File: config.mk
export PLATFORM = sky130hd
export DESIGN_NAME = wdog_two_stage
export DESIGN_NICKNAME = d
export VERILOG_FILES = /design/src/rtl/wdog_pkg.sv /design/src/rtl/wdog_regs.sv /design/src/rtl/wdog_counter.sv /design/src/rtl/wdog_cmp.sv /design/src/rtl/wdog_two_stage.sv
export SDC_FILE = /design/constraint.sdc
export NUM_CORES = 1
export LEC_CHECK = 0
export BUFFER_PORTS_ARGS = -buffer_cell sky130_fd_sc_hd__buf_4
export CAP_MARGIN = 20
export CORE_MARGIN = 10
export CORE_UTILIZATION = 40
export CTS_BUF_LIST = sky130_fd_sc_hd__clkbuf_4 sky130_fd_sc_hd__clkbuf_8
export CTS_CLUSTER_SIZE = 28
export DETAILED_ROUTE_END_ITERATION = 8
export GPL_ROUTABILITY_DRIVEN = 0
export GPL_TIMING_DRIVEN = 0
export PLACE_DENSITY = 0.56
export SLEW_MARGIN = 20
export SYNTH_ARGS = -nofsm -noshare
export SYNTH_HDL_FRONTEND = slang
export SYNTH_SLANG_ARGS = --single-unit
File: constraint.sdc
create_clock -name clk -period 4.6 [get_ports clk]
set_clock_uncertainty 0.15 [all_clocks]
set_input_delay 0.92 -clock clk [delete_from_list [all_inputs] [get_ports clk]]
set_output_delay 0.92 -clock clk [all_outputs]
set_load 0.02 [all_outputs]
File: src/rtl/wdog_pkg.sv
package wdog_pkg;

    // Byte offsets of the register slots
    localparam int OFS_RESTART = 'h04;
    localparam int OFS_ENABLE  = 'h08;
    localparam int OFS_BARK    = 'h10;
    localparam int OFS_BITE    = 'h14;

    typedef enum logic [2:0] {
        SEL_NONE,
        SEL_RESTART,
        SEL_ENABLE,
        SEL_BARK,
        SEL_BITE
    } wd_sel_e;

    // Control decoded from one bus cycle
    typedef struct packed {
        logic restart;
        logic en_wr;
        logic bark_wr;
        logic bite_wr;
    } wd_ctrl_t;

    function automatic wd_sel_e wd_decode(input logic [31:0] a);
        case (a)
            OFS_RESTART: return SEL_RESTART;
            OFS_ENABLE:  return SEL_ENABLE;
            OFS_BARK:    return SEL_BARK;
            OFS_BITE:    return SEL_BITE;
            default:     return SEL_NONE;
        endcase
    endfunction

endpackage

File: src/rtl/wdog_regs.sv
module wdog_regs
    import wdog_pkg::*;
#(
    parameter int CNT_W  = 28,
    parameter int ADDR_W = 8,
    parameter int DATA_W = 32
) (
    input  logic              clk,
    input  logic              rst,
    input  logic              wr_en,
    input  logic              rd_en,
    input  logic [ADDR_W-1:0] addr,
    input  logic [DATA_W-1:0] wdata,
    output logic              en,
    output logic              restart,
    output logic [CNT_W-1:0]  bark_lim,
    output logic [CNT_W-1:0]  bite_lim,
    output logic [DATA_W-1:0] rdata
);
    localparam logic [CNT_W-1:0] LIM_NEVER = {CNT_W{1'b1}};

    wd_sel_e  sel;
    wd_ctrl_t ctl;
    logic     unused_hi;

    assign sel       = wd_decode(32'(addr));
    assign unused_hi = ^wdata;

    always_comb begin
        ctl         = '0;
        ctl.restart = wr_en && (sel == SEL_RESTART) && wdata[0];
        ctl.en_wr   = wr_en && (sel == SEL_ENABLE);
        ctl.bark_wr = wr_en && (sel == SEL_BARK);
        ctl.bite_wr = wr_en && (sel == SEL_BITE);
    end

    always_ff @(posedge clk) begin
        if (rst) begin
            en       <= 1'b0;
            bark_lim <= LIM_NEVER;
            bite_lim <= LIM_NEVER;
        end else begin
            if (ctl.en_wr)   en       <= wdata[0];
            if (ctl.bark_wr) bark_lim <= wdata[CNT_W-1:0];
            if (ctl.bite_wr) bite_lim <= wdata[CNT_W-1:0];
        end
    end

    assign restart = ctl.restart;

    always_comb begin
        rdata = '0;
        if (rd_en) begin
            case (sel)
                SEL_ENABLE: rdata = DATA_W'(en);
                SEL_BARK:   rdata = DATA_W'(bark_lim);
                SEL_BITE:   rdata = DATA_W'(bite_lim);
                default:    rdata = '0;
            endcase
        end
    end

endmodule

File: src/rtl/wdog_counter.sv
module wdog_counter #(
    parameter int CNT_W = 28
) (
    input  logic             clk,
    input  logic             rst,
    input  logic             tick,
    input  logic             en,
    input  logic             restart,
    output logic [CNT_W-1:0] cnt
);
    localparam logic [CNT_W-1:0] CNT_TOP = {CNT_W{1'b1}};

    always_ff @(posedge clk) begin
        if (rst || restart)
            cnt <= '0;
        else if (en && tick && (cnt != CNT_TOP))
            cnt <= cnt + 1'b1;
    end

endmodule

File: src/rtl/wdog_cmp.sv
module wdog_cmp #(
    parameter int CNT_W  = 28,
    parameter bit STICKY = 1'b0
) (
    input  logic             clk,
    input  logic             rst,
    input  logic             en,
    input  logic             clr,
    input  logic [CNT_W-1:0] cnt,
    input  logic [CNT_W-1:0] lim,
    output logic             flag
);
    localparam logic [CNT_W-1:0] LIM_NEVER = {CNT_W{1'b1}};

    logic hit;
    assign hit = en && (lim != LIM_NEVER) && (cnt >= lim);

    generate
        if (STICKY) begin : g_sticky
            logic unused_clr;
            assign unused_clr = clr;
            always_ff @(posedge clk) begin
                if (rst) flag <= 1'b0;
                else     flag <= flag | hit;
            end
        end else begin : g_level
            always_ff @(posedge clk) begin
                if (rst || clr) flag <= 1'b0;
                else            flag <= flag | hit;
            end
        end
    endgenerate

endmodule

File: src/rtl/wdog_two_stage.sv
module wdog_two_stage #(
    parameter int CNT_W  = 28,
    parameter int ADDR_W = 8,
    parameter int DATA_W = 32
) (
    input  logic              clk,
    input  logic              rst,
    input  logic              tick,
    input  logic              wr_en,
    input  logic              rd_en,
    input  logic [ADDR_W-1:0] addr,
    input  logic [DATA_W-1:0] wdata,
    output logic [DATA_W-1:0] rdata,
    output logic              bark_irq,
    output logic              bite_req
);
    logic             en;
    logic             restart;
    logic [CNT_W-1:0] bark_lim;
    logic [CNT_W-1:0] bite_lim;
    logic [CNT_W-1:0] cnt;

    wdog_regs #(.CNT_W(CNT_W), .ADDR_W(ADDR_W), .DATA_W(DATA_W)) u_regs (
        .clk(clk), .rst(rst), .wr_en(wr_en), .rd_en(rd_en), .addr(addr),
        .wdata(wdata), .en(en), .restart(restart), .bark_lim(bark_lim),
        .bite_lim(bite_lim), .rdata(rdata)
    );

    wdog_counter #(.CNT_W(CNT_W)) u_cnt (
        .clk(clk), .rst(rst), .tick(tick), .en(en), .restart(restart), .cnt(cnt)
    );

    wdog_cmp #(.CNT_W(CNT_W), .STICKY(1'b0)) u_bark (
        .clk(clk), .rst(rst), .en(en), .clr(restart || !en),
        .cnt(cnt), .lim(bark_lim), .flag(bark_irq)
    );

    wdog_cmp #(.CNT_W(CNT_W), .STICKY(1'b1)) u_bite (
        .clk(clk), .rst(rst), .en(en), .clr(restart),
        .cnt(cnt), .lim(bite_lim), .flag(bite_req)
    );

endmodule

==> results by group <==
Synthesis
  – Cell Area, Synth: ~0.0054 mm^2
  – Top FF cell, synth: dfxtp_1
  – Synth cell types: 50
  – Post-synthesis sequential area ratio: 32.4%
  – FF+latch count, synth: 87
  – Post-synth EDFFs: 0
  – Synthesis Warnings: 0
  – Synth Area per Inst: between 8 and 9 um^2
  – FFs w/ async S/R, synth: 0%
  – Cells after synthesis: roughly 660

Die
  – Die area: 0.0185 mm^2
  – Row cnt: between 40 and 50
  – I/O Pins: between 70 and 80
  – Die Wd: 136 um
  – Initial core utilization: around two fifths
  – Core area: between 0.01 and 0.015 mm^2
  – Die Span Y: 136 um

Setup path
  – CP Launch Type: primary input
  – Crit path max fanout: 10
  – FF-to-FF path depth: 6
  – Worst Path Arrival: approximately 3.4 ns
  – Setup crit end kind: primary output
  – Reg2reg start: u_cnt.cnt[1]$_SDFFE_PP0P_
  – Crit path largest cell delay: a little over 0.6 ns
  – CP Class: in2out
  – R2R Path End: u_cnt.cnt[8]$_SDFFE_PP0P_
  – Family with the most delay on the worst path: buffers and inverters
  – Critical Path RT: around 3.5 ns
  – Worst Path Buf+Inv: 4
  – CP Cell Sequence: buf_4 -> or4_1 -> nor4_1 -> buf_2 -> buf_1 -> a22oi_1 -> a21boi_0 -> buf_4
  – R2R setup slack: 1.98 ns
  – Most used cell, CP: buf_4
  – Slowest stage cell, crit path: or4_1

Detailed routing
  – WL per Instance: roughly 19 um
  – Vias/cell: between 5 and 6
  – WL final: approximately 18 mm
  – Initial DRC count: 314
  – DRC violations left: 0
  – Final ANT Viol Nets: 0
  – Total vias in the final route: about 5100
  – First-pass DRT Iterations: 5

Cells and area
  – FF+latch area: approximately 0.0017 mm^2
  – Most common cell after layout, fill and taps aside: dfxtp_1
  – Syn-to-layout area delta: 18.3%
  – Footprint of the multi-input gates: ~0.0032 mm^2
  – Nets: 841
  – ANT cells: 0
  – Layout cells sized above 1: around 15%
  – Commonest cells after routing, fill and taps aside: 87 x dfxtp_1, 82 x nand2_1, 75 x buf_4, 64 x inv_1, 57 x ha_1
  – Fill cell count: 1342

Timing
  – Max-slew headroom: about 37%
  – Final number of max-transition violations: 0
  – Tcrit/Tclk final: a little over nine tenths
  – TNS Setup: 0 ns
  – Period minus WS final: roughly 4.4 ns
  – Final setup vio count: 0
  – RSZ-0062 raised after global routing: no
  – Hold_ws: roughly 0.39 ns
  – Max Fclk: between 200 and 250 MHz
  – Hold violation count in the final report: 0
  – Worst-margin pin slew: ~0.94 ns

Global routing
  – Antenna violations before repair: 0
  – First-pass GRT wire length: 27.7 mm
  – All-layer global routing usage: 19.0%
  – Vias in the first global route: 5080
  – Largest net degree at the start of global routing: 15
  – Grt total ovfl: 0

CTS
  – Clock-pin slew on the worst setup and hold paths: around 0.090 ns
  – CTS root buf: clkbuf_8
  – CTS hold repair buffers: 0
  – Num CTS Buffers: 9
  – Clk_lat worst skew: around 0.38 ns
  – Clk buf depth: 2
  – Cts repair resizes: 0
  – CTS H-tree lvls: 3
  – CTS tree: done
  – Sink Count: slightly below 90
  – Post-CTS Setup Bufs: 0

Status
  – Status: finished, final reports clean

Worst hold path
  – Hold crit path type: reg2reg
  – Hold path start: u_cnt.cnt[8]$_SDFFE_PP0P_
  – Worst hold path depth: 2
  – Hold Crit Endpoint: u_cnt.cnt[8]$_SDFFE_PP0P_

Power and ir drop
  – Maximum vdd drop: ~0.12 mV
  – Leakage: about 3.2 nW
  – Pwr Density: about 230 mW/mm^2

Place
  – HPWL after DPL: approximately 14 mm
  – # port buffers: 70

Run
  – Max cap viols: 0
==> cell type report <==
class	instances	share of cell area (%)
flip-flops and latches	87	27.4
well taps	176	3.46
repair buffers	70	8.27
multi-input cells	470	50.8
clock inverters	5	1.28
inverters	64	3.78
clock buffers	11	2.28
plain buffers	37	2.74
==> power breakdown <==
group	switching (mW)	internal (mW)	leakage, nW
Sequential	0.00103	0.754	0.703
Combinational	0.0450	0.0365	2.34
Clock	0.305	0.327	0.113
Total	0.351	1.12	3.16
==> through the flow <==
stage | cells | instance area (um^2) | utilization (%) | total power [mW] | setup slack [ns]
final | 920 | 6360 | 48.2 | 1.47 | 0.178
after global routing | 920 | 6360 | 48.2 | 1.51 | 0.00632
after CTS | 920 | 6360 | 48.2 | 1.47 | 0.259
after detailed placement | 904 | 6130 | 46.5 | 0.853 | 0.263
after global placement | 904 | 6130 | 46.5 | 0.852 | 0.269
after floorplan | 658 | 5390 | - | 0.804 | 0.660
==> Yosys cell counts, types with 5 or more instances <==
library cell / n / area, um^2
a2111oi_0: 6 / 52.6
a21o_1: 12 / 90.1
a21oi_1: 30 / 150
a22oi_1: 28 / 210
a31oi_1: 5 / 31.3
and2_1: 5 / 31.3
buf_1: 8 / 30.0
buf_2: 7 / 35.0
buf_4: 5 / 37.5
clkbuf_1: 16 / 60.1
dfxtp_1: 87 / 1740
ha_1: 57 / 713
inv_1: 64 / 240
nand2_1: 82 / 308
nand3_1: 20 / 100
nand4_1: 26 / 163
nor2_1: 20 / 75.1
nor2b_1: 27 / 169
nor4_1: 9 / 56.3
o211ai_1: 56 / 420
o21ai_0: 12 / 60.1
or3_1: 9 / 56.3
or4_1: 5 / 37.5
xnor2_1: 11 / 96.3
==> how the worst max path moves through the flow <==
| stage | slack, ns | to | cells after the start | startpoint |
|---|---|---|---|---|
| after floorplan | 0.66 | rdata[0] | 6 | addr[1] |
| after global placement | 0.27 | rdata[0] | 8 | addr[1] |
| after detailed placement | 0.26 | rdata[0] | 8 | addr[1] |
| after CTS | 0.26 | rdata[0] | 8 | addr[1] |
| after global routing | 0.006 | rdata[0] | 8 | addr[1] |
| final | 0.18 | rdata[0] | 8 | addr[1] |
==> registers in the layout, indices dropped and copies added (netlist names) <==
name / flops
u_bite.flag: 1
u_regs.en: 1
u_cnt.cnt: 28
u_bark.flag: 1
u_regs.bark_lim: 28
u_regs.bite_lim: 28
==> worst reg2reg max path: cells and delay by family (launching register included) <==
| kind | cells | cell delay, ns |
|---|---|---|
| AOI/OAI and AO/OA | 1 | 0.40 |
| adders and majority gates | 1 | 0.25 |
| buffers and inverters | 1 | 0.08 |
| muxes | 1 | 0.20 |
| DFF | 1 | 0.47 |
| and+or+nand+nor | 2 | 1.02 |
==> cell families after synthesis <==
group	count (synthesis)	synth area share (%)
compound gates	169	22.2
other cells	1	0.0698
mux	3	0.559
fa+ha+maj	57	13.3
flops	87	32.4
xor+xnor	12	1.96
simple gates	225	21.8
buf+inv	101	7.71
==> metal layers <==
metal	wire [um]	share of wire [%]	global-route usage [%]
met1	8270	47	25.3
met5	0	0	0
met3	980	5.6	3.58
met4	379	2.2	7.22
met2	7890	45	29.9
(Power assumes the default switching activity.)
